[src/rtl/wdt_pkg.sv]
package wdt_pkg;

   // Width of the window-select field, fixed by the service-word layout.
   localparam int SEL_W = 2;

   // Key value that a service word must carry in its key field.
   localparam logic [4:0] SVC_KEY = 5'b01100;

   // Service word layout, most significant field first.
   typedef struct packed {
      logic [SEL_W-1:0] win;
      logic [4:0]       key;
      logic             cm;
   } svc_word_t;

   // Cause of a reset request.
   typedef enum logic [1:0] {
      TRIP_NONE  = 2'd0,
      TRIP_EARLY = 2'd1,
      TRIP_KEY   = 2'd2,
      TRIP_LATE  = 2'd3
   } trip_e;

endpackage

[src/rtl/wdt_svc_decode.sv]
module wdt_svc_decode
   import wdt_pkg::*;
(
   input  logic [7:0]       svc_data,
   output logic             key_ok,
   output logic [SEL_W-1:0] win_new,
   output logic             cm_new
);

   svc_word_t word;

   assign word    = svc_word_t'(svc_data);
   assign key_ok  = (word.key == SVC_KEY);
   assign win_new = word.win;
   assign cm_new  = word.cm;

endmodule

[src/rtl/wdt_window_ctr.sv]
module wdt_window_ctr #(
   parameter int LOWER_TICKS = 2048,
   parameter int UPPER_BASE  = 8192,
   parameter int NSEL        = 4,
   parameter int SEL_W       = 2,
   parameter int CNT_W       = 16
) (
   input  logic             clk,
   input  logic             rst_n,
   input  logic             tick,
   input  logic             restart,
   input  logic [SEL_W-1:0] win_sel,
   output logic             below_lower,
   output logic             expire
);

   localparam logic [CNT_W-1:0] LOW_CMP = CNT_W'(LOWER_TICKS);

   logic [CNT_W-1:0] cnt_q;
   logic [CNT_W:0]   lim_tab [NSEL];
   logic [CNT_W:0]   cur_lim;
   logic [CNT_W:0]   cur_last;
   logic             at_last;

   // One upper limit per window select, each double the one before.
   for (genvar g = 0; g < NSEL; g++) begin : g_lim
      assign lim_tab[g] = (CNT_W+1)'(UPPER_BASE) << g;
   end

   assign cur_lim     = lim_tab[win_sel];
   assign cur_last    = cur_lim - (CNT_W+1)'(1);
   assign at_last     = ({1'b0, cnt_q} == cur_last);
   assign expire      = tick & at_last;
   assign below_lower = (cnt_q < LOW_CMP);

   always_ff @(posedge clk) begin
      if (!rst_n) begin
         cnt_q <= '0;
      end else if (restart) begin
         cnt_q <= '0;
      end else if (tick) begin
         cnt_q <= cnt_q + CNT_W'(1);
      end
   end


   cnt_in_window_chk: assert property (@(posedge clk) disable iff (!rst_n)
      {1'b0, cnt_q} < cur_lim);


   cnt_hold_chk: assert property (@(posedge clk) disable iff (!rst_n)
      (!tick && !restart) |=> $stable(cnt_q));


   cnt_clear_chk: assert property (@(posedge clk) disable iff (!rst_n)
      restart |=> (cnt_q == '0));

endmodule

[src/rtl/wdt_policy.sv]
module wdt_policy
   import wdt_pkg::*;
(
   input  logic             clk,
   input  logic             rst_n,
   input  logic             svc_wr,
   input  logic             key_ok,
   input  logic [SEL_W-1:0] win_new,
   input  logic             cm_new,
   input  logic             below_lower,
   input  logic             expire,
   output logic             restart,
   output logic [SEL_W-1:0] win_q,
   output logic             cm_q,
   output logic             rst_req_q
);

   trip_e trip;
   logic  accept;

   // A write takes precedence over a tick in the same cycle.
   always_comb begin
      trip   = TRIP_NONE;
      accept = 1'b0;
      if (svc_wr) begin
         if (!key_ok)          trip = TRIP_KEY;
         else if (below_lower) trip = TRIP_EARLY;
         else                  accept = 1'b1;
      end else if (expire) begin
         trip = TRIP_LATE;
      end
   end

   assign restart = svc_wr | expire;

   always_ff @(posedge clk) begin
      if (!rst_n) begin
         win_q     <= '0;
         cm_q      <= 1'b0;
         rst_req_q <= 1'b0;
      end else begin
         rst_req_q <= (trip != TRIP_NONE);
         if (accept) begin
            win_q <= win_new;
            cm_q  <= cm_new;
         end
      end
   end


   key_fault_chk: assert property (@(posedge clk) disable iff (!rst_n)
      (svc_wr && !key_ok) |=> rst_req_q);


   early_fault_chk: assert property (@(posedge clk) disable iff (!rst_n)
      (svc_wr && key_ok && below_lower) |=> rst_req_q);


   late_fault_chk: assert property (@(posedge clk) disable iff (!rst_n)
      (expire && !svc_wr) |=> rst_req_q);


   accept_load_chk: assert property (@(posedge clk) disable iff (!rst_n)
      (svc_wr && key_ok && !below_lower) |=>
         (!rst_req_q && win_q == $past(win_new) && cm_q == $past(cm_new)));


   cfg_hold_chk: assert property (@(posedge clk) disable iff (!rst_n)
      !(svc_wr && key_ok && !below_lower) |=> ($stable(win_q) && $stable(cm_q)));


   quiet_chk: assert property (@(posedge clk) disable iff (!rst_n)
      (!svc_wr && !expire) |=> !rst_req_q);

endmodule

[src/rtl/keyed_window_wdt.sv]
module keyed_window_wdt
   import wdt_pkg::*;
#(
   parameter int LOWER_TICKS = 2048,
   parameter int UPPER_BASE  = 8192
) (
   input  logic             clk,
   input  logic             rst_n,
   input  logic             tick,
   input  logic             svc_wr,
   input  logic [7:0]       svc_data,
   output logic [SEL_W-1:0] win_sel_o,
   output logic             cm_sel_o,
   output logic             rst_req_o
);

   localparam int NSEL  = 1 << SEL_W;
   localparam int CNT_W = $clog2(UPPER_BASE << (NSEL - 1));

   initial begin
      lower_pos_chk: assert (LOWER_TICKS > 0)
         else $error("LOWER_TICKS must be positive");
      lower_below_upper_chk: assert (LOWER_TICKS < UPPER_BASE)
         else $error("LOWER_TICKS must be below UPPER_BASE");
   end

   logic             key_ok;
   logic [SEL_W-1:0] win_new;
   logic             cm_new;
   logic             below_lower;
   logic             expire;
   logic             restart;

   wdt_svc_decode u_dec (
      .svc_data (svc_data),
      .key_ok   (key_ok),
      .win_new  (win_new),
      .cm_new   (cm_new)
   );

   wdt_window_ctr #(
      .LOWER_TICKS (LOWER_TICKS),
      .UPPER_BASE  (UPPER_BASE),
      .NSEL        (NSEL),
      .SEL_W       (SEL_W),
      .CNT_W       (CNT_W)
   ) u_ctr (
      .clk         (clk),
      .rst_n       (rst_n),
      .tick        (tick),
      .restart     (restart),
      .win_sel     (win_sel_o),
      .below_lower (below_lower),
      .expire      (expire)
   );

   wdt_policy u_pol (
      .clk         (clk),
      .rst_n       (rst_n),
      .svc_wr      (svc_wr),
      .key_ok      (key_ok),
      .win_new     (win_new),
      .cm_new      (cm_new),
      .below_lower (below_lower),
      .expire      (expire),
      .restart     (restart),
      .win_q       (win_sel_o),
      .cm_q        (cm_sel_o),
      .rst_req_q   (rst_req_o)
   );

endmodule

[config.mk]
export PLATFORM = sky130hd
export DESIGN_NAME = keyed_window_wdt
export DESIGN_NICKNAME = d
export VERILOG_FILES = /design/src/rtl/wdt_pkg.sv /design/src/rtl/wdt_svc_decode.sv /design/src/rtl/wdt_window_ctr.sv /design/src/rtl/wdt_policy.sv /design/src/rtl/keyed_window_wdt.sv
export SDC_FILE = /design/constraint.sdc
export NUM_CORES = 1
export LEC_CHECK = 0
export BUFFER_PORTS_ARGS = -buffer_cell sky130_fd_sc_hd__buf_2
export CELL_PAD_IN_SITES_DETAIL_PLACEMENT = 1
export CELL_PAD_IN_SITES_GLOBAL_PLACEMENT = 1
export CORE_MARGIN = 2
export CORE_UTILIZATION = 41
export CTS_BUF_LIST = sky130_fd_sc_hd__clkbuf_4 sky130_fd_sc_hd__clkbuf_8 sky130_fd_sc_hd__clkbuf_16
export CTS_CLUSTER_DIAMETER = 80
export DETAILED_ROUTE_END_ITERATION = 10
export GPL_TIMING_DRIVEN = 1
export PLACE_DENSITY_LB_ADDON = 0.1
export SLEW_MARGIN = 10
export SYNTH_ARGS = -nofsm -noshare
export SYNTH_HDL_FRONTEND = slang
export SYNTH_SLANG_ARGS = --single-unit
[constraint.sdc]
create_clock -name clk -period 2.25 [get_ports clk]
set_clock_uncertainty 0.15 [all_clocks]
set_input_delay 0.1125 -clock clk [delete_from_list [all_inputs] [get_ports clk]]
set_output_delay 0.1125 -clock clk [all_outputs]
set_load 0.1 [all_outputs]
==> metrics.md <==
| Metric | Value |
|---|---|
| Hold Slack | roughly 0.019 ns |
| Peak VDD IR | 0.3804 mV |
| Die area | around 2800 um^2 |
| Warnings from Yosys | 0 |
| Fin. max-slew vios | 0 |
| Crit path launch | u_ctr.cnt_q[13]$_SDFFE_PP0P_ |
| Drt wl/cell | 14.64 um |
| Post-route total power | ~0.61 mW |
| Maximum level of the CTS H-tree | 1 |
| Vias per inst | about 5.5 |
| # setup viols final | 0 |
| # DRC | 0 |
| Critical path buffers and inverters | 2 |
| # resized after CTS | 0 |
| Post-synth EDFFs | 0 |
| Critical path launch point type | flip-flop |
| Worst min path class | input port to flip-flop |
| Reg-to-reg endpoint | u_pol.win_q[0]$_SDFFE_PN0P_ |
| Drt pass-1 iters | 4 |
| Hold wc startpoint | tick |
| Post-synthesis sequential area ratio | around two fifths |
| Cell Chain, Critical Path | nor3_1 > a211oi_1 > buf_4 > mux2i_1 > nor2b_1 > dlygate4sd3_1 |
| Dpl cells | around 150 |
| RSZ-0062 raised after global routing | false |
| Buffers added on ports | 15 |
| Post-Syn Nets | between 100 and 150 |
| Clock Tree Buf Depth | 2 |
| Via count | 850 |
| Final WL | 2269 um |
| Ys flop type | dfxtp_1 |
| Mapped Area | about 1000 um^2 |
| Period utilization | 90.07% |
| CTS tree | yes |
| Design Area, Final | between 1000 and 1500 um^2 |
| Crit. End Element | flip-flop |
| Later-pin clock latency in the skew report | 0.30 ns |
| Slew @ Worst Pin | just under 0.7 ns |
| Pin count of the biggest net entering global routing | 17 |
| Slowest cell on the critical path | dlygate4sd3_1 |
| Top Ports | 16 |
| CP delay by family, top | buffers and inverters |
| Die Y | approximately 53 um |
| Endpoints failing hold | 0 |
| Cell variety after synth | 30 |
| Post-Syn Instances | 107 |
| Hold depth | 3 |
| Crit path kind | flip-flop to flip-flop |
| Max-capacitance violation count | 0 |
| PD cells | a little over 500 nW/um^2 |
| Crit-path max FO | 7 |
| Row count | 17 |
| Worst-path clk slew | 0.12 ns |
| Clk sink count | 20 |
| Post-DP Area | around 1100 um^2 |
| Worst Path Required | ~2.3 ns |
| CP peak stage delay | 0.56 ns |
| Antenna diodes | 0 |
| Most common cell after layout, fill and taps aside | dfxtp_1 |
| DIE WIDTH | around 53 um |
| Leakage power | 0.4319 nW |
| Final nets | about 140 |
| Share of layout cells above drive strength 1 | around a fifth |
| Post-Place Worst Slack | ~0.24 ns |
| Gr usage total | 19.29% |
| Worst setup margin | 0.2234 ns |
| Flops & latches, synth | 20 |
| Setup TNS | 0 ns |
| Critical path arrival | between 2 and 2.5 ns |
| Routed Antenna Nets | 0 |
| Vias in the first global route | slightly below 900 |
| Layout Cells excl Fill | ~160 |
| Hold Path Sink | u_ctr.cnt_q[0]$_SDFFE_PP0P_ |
| Core ar. | ~2300 um^2 |
| Routability cong. | roughly 0.73 |
| Initial Utilization | between 40% and 50% |
| Reg2Reg Depth | 6 |
| Initial DRC count | 7 |
| First-pass GRT wire length | about 4100 um |
| Syn_area_per_cell | approximately 9.3 um^2 |
| Root Buffer | clkbuf_4 |
| Dpl hpwl | 1625 um |
| Crit path time final | approximately 2.0 ns |
| TritonCTS Buffers | 3 |
| Status | finished clean |
| Layout Utilization | 52.11% |
| Worst reg2reg setup slack | approximately 0.22 ns |
| Total congestion overflow | 0 |
| Worst slew margin | between 50% and 60% |
| Critical R2R Launch | u_ctr.cnt_q[13]$_SDFFE_PP0P_ |
| Synth-to-Final Area Change | 17.52% |
| Ys async rst share | 0% |
| Most frequent cells in the layout | 18 x dfxtp_1, 15 x buf_2, 13 x nor3_1, 10 x xor2_1, 6 x nand4_1 |
| Fmax | approximately 0.49 GHz |
| Initial antenna violation count | 0 |
[tightest hold or removal path, stage by stage]
cell and delay, ns:
buf_2 0.15, xnor2_1 0.13, nor3_1 0.04
[cell usage after synthesis (2+ instances only)]
library cell   n  share of area, %
or3_1          4               2.5
nor3_1        13               6.5
xor2_1        10               8.8
nand3_1        5               2.5
nor2b_1        5               3.1
dfxtp_1       20                40
nand2b_1       2               1.3
nor2_1         2              0.75
buf_6          2               2.3
mux2i_1        4               4.0
o21ai_0        5               2.5
clkbuf_1       2              0.75
and3_1         2               1.3
and4_1         3               2.6
nand4_1        6               3.8
nand2_1        4               1.5
a211oi_1       5               3.8
[where the power goes]
group	leakage, nW	internal, mW	switching, mW
clock	0.0210	0.0988	0.111
sequential	0.163	0.356	0.00125
combinational	0.248	0.0180	0.0207
[cell families (layout without fill, tap and decap cells)]
group,count (synthesis),count (layout),synth area share [%]
xor+xnor,11,11,9.637
mux,4,4,4.005
compound gates,13,13,10.51
simple gates,51,51,30.29
buf+inv,7,27,4.254
flops,20,20,40.05
fa+ha+maj,1,1,1.251
[flip-flops by register name (all words and copies together), names as in the netlist]
signal	cells
u_pol.cm_q	1
u_ctr.cnt_q	16
u_pol.win_q	2
u_pol.rst_req_q	1
[what timing repair did]
item / in CTS / in global routing
buffers inserted: 0 / 0
setup endpoints to repair: 0 / 0
hold buffers: 5 / 0
endpoints found under the hold margin: 4 / 0
[worst max path at each step]
stage	endpoint	slack, ns	depth (start not counted)
5_1_grt	u_ctr.cnt_q[12]$_SDFFE_PP0P_	0.07	5
3_3_place_gp	u_ctr.cnt_q[3]$_SDFFE_PP0P_	0.32	5
6_report	u_pol.win_q[0]$_SDFFE_PN0P_	0.22	6
4_1_cts	u_ctr.cnt_q[3]$_SDFFE_PP0P_	0.23	5
3_5_place_dp	u_ctr.cnt_q[12]$_SDFFE_PP0P_	0.24	5
2_1_floorplan	u_ctr.cnt_q[0]$_SDFFE_PP0P_	0.19	5
[area by class of cell]
type	instances	area (um^2)
clock buffer	4	36.28
fill	277	1080
inverter	1	3.754
multi-input combinational	80	556.8
sequential	20	402.9
tap	28	35.03
timing repair buffer	22	140.1
[per-layer routing]
| layer | GRT usage [%] | up-vias | wire length, um |
|---|---|---|---|
| met3 | 5.085 | 0 | 62 |
| met5 | 0 | - | 0 |
| met2 | 30.86 | 8 | 1063 |
| li1 | - | 434 | - |
| met1 | 26.03 | 408 | 1144 |
| met4 | 3.419 | 0 | 0 |
Note: power is estimated with default switching activity, not from simulation.
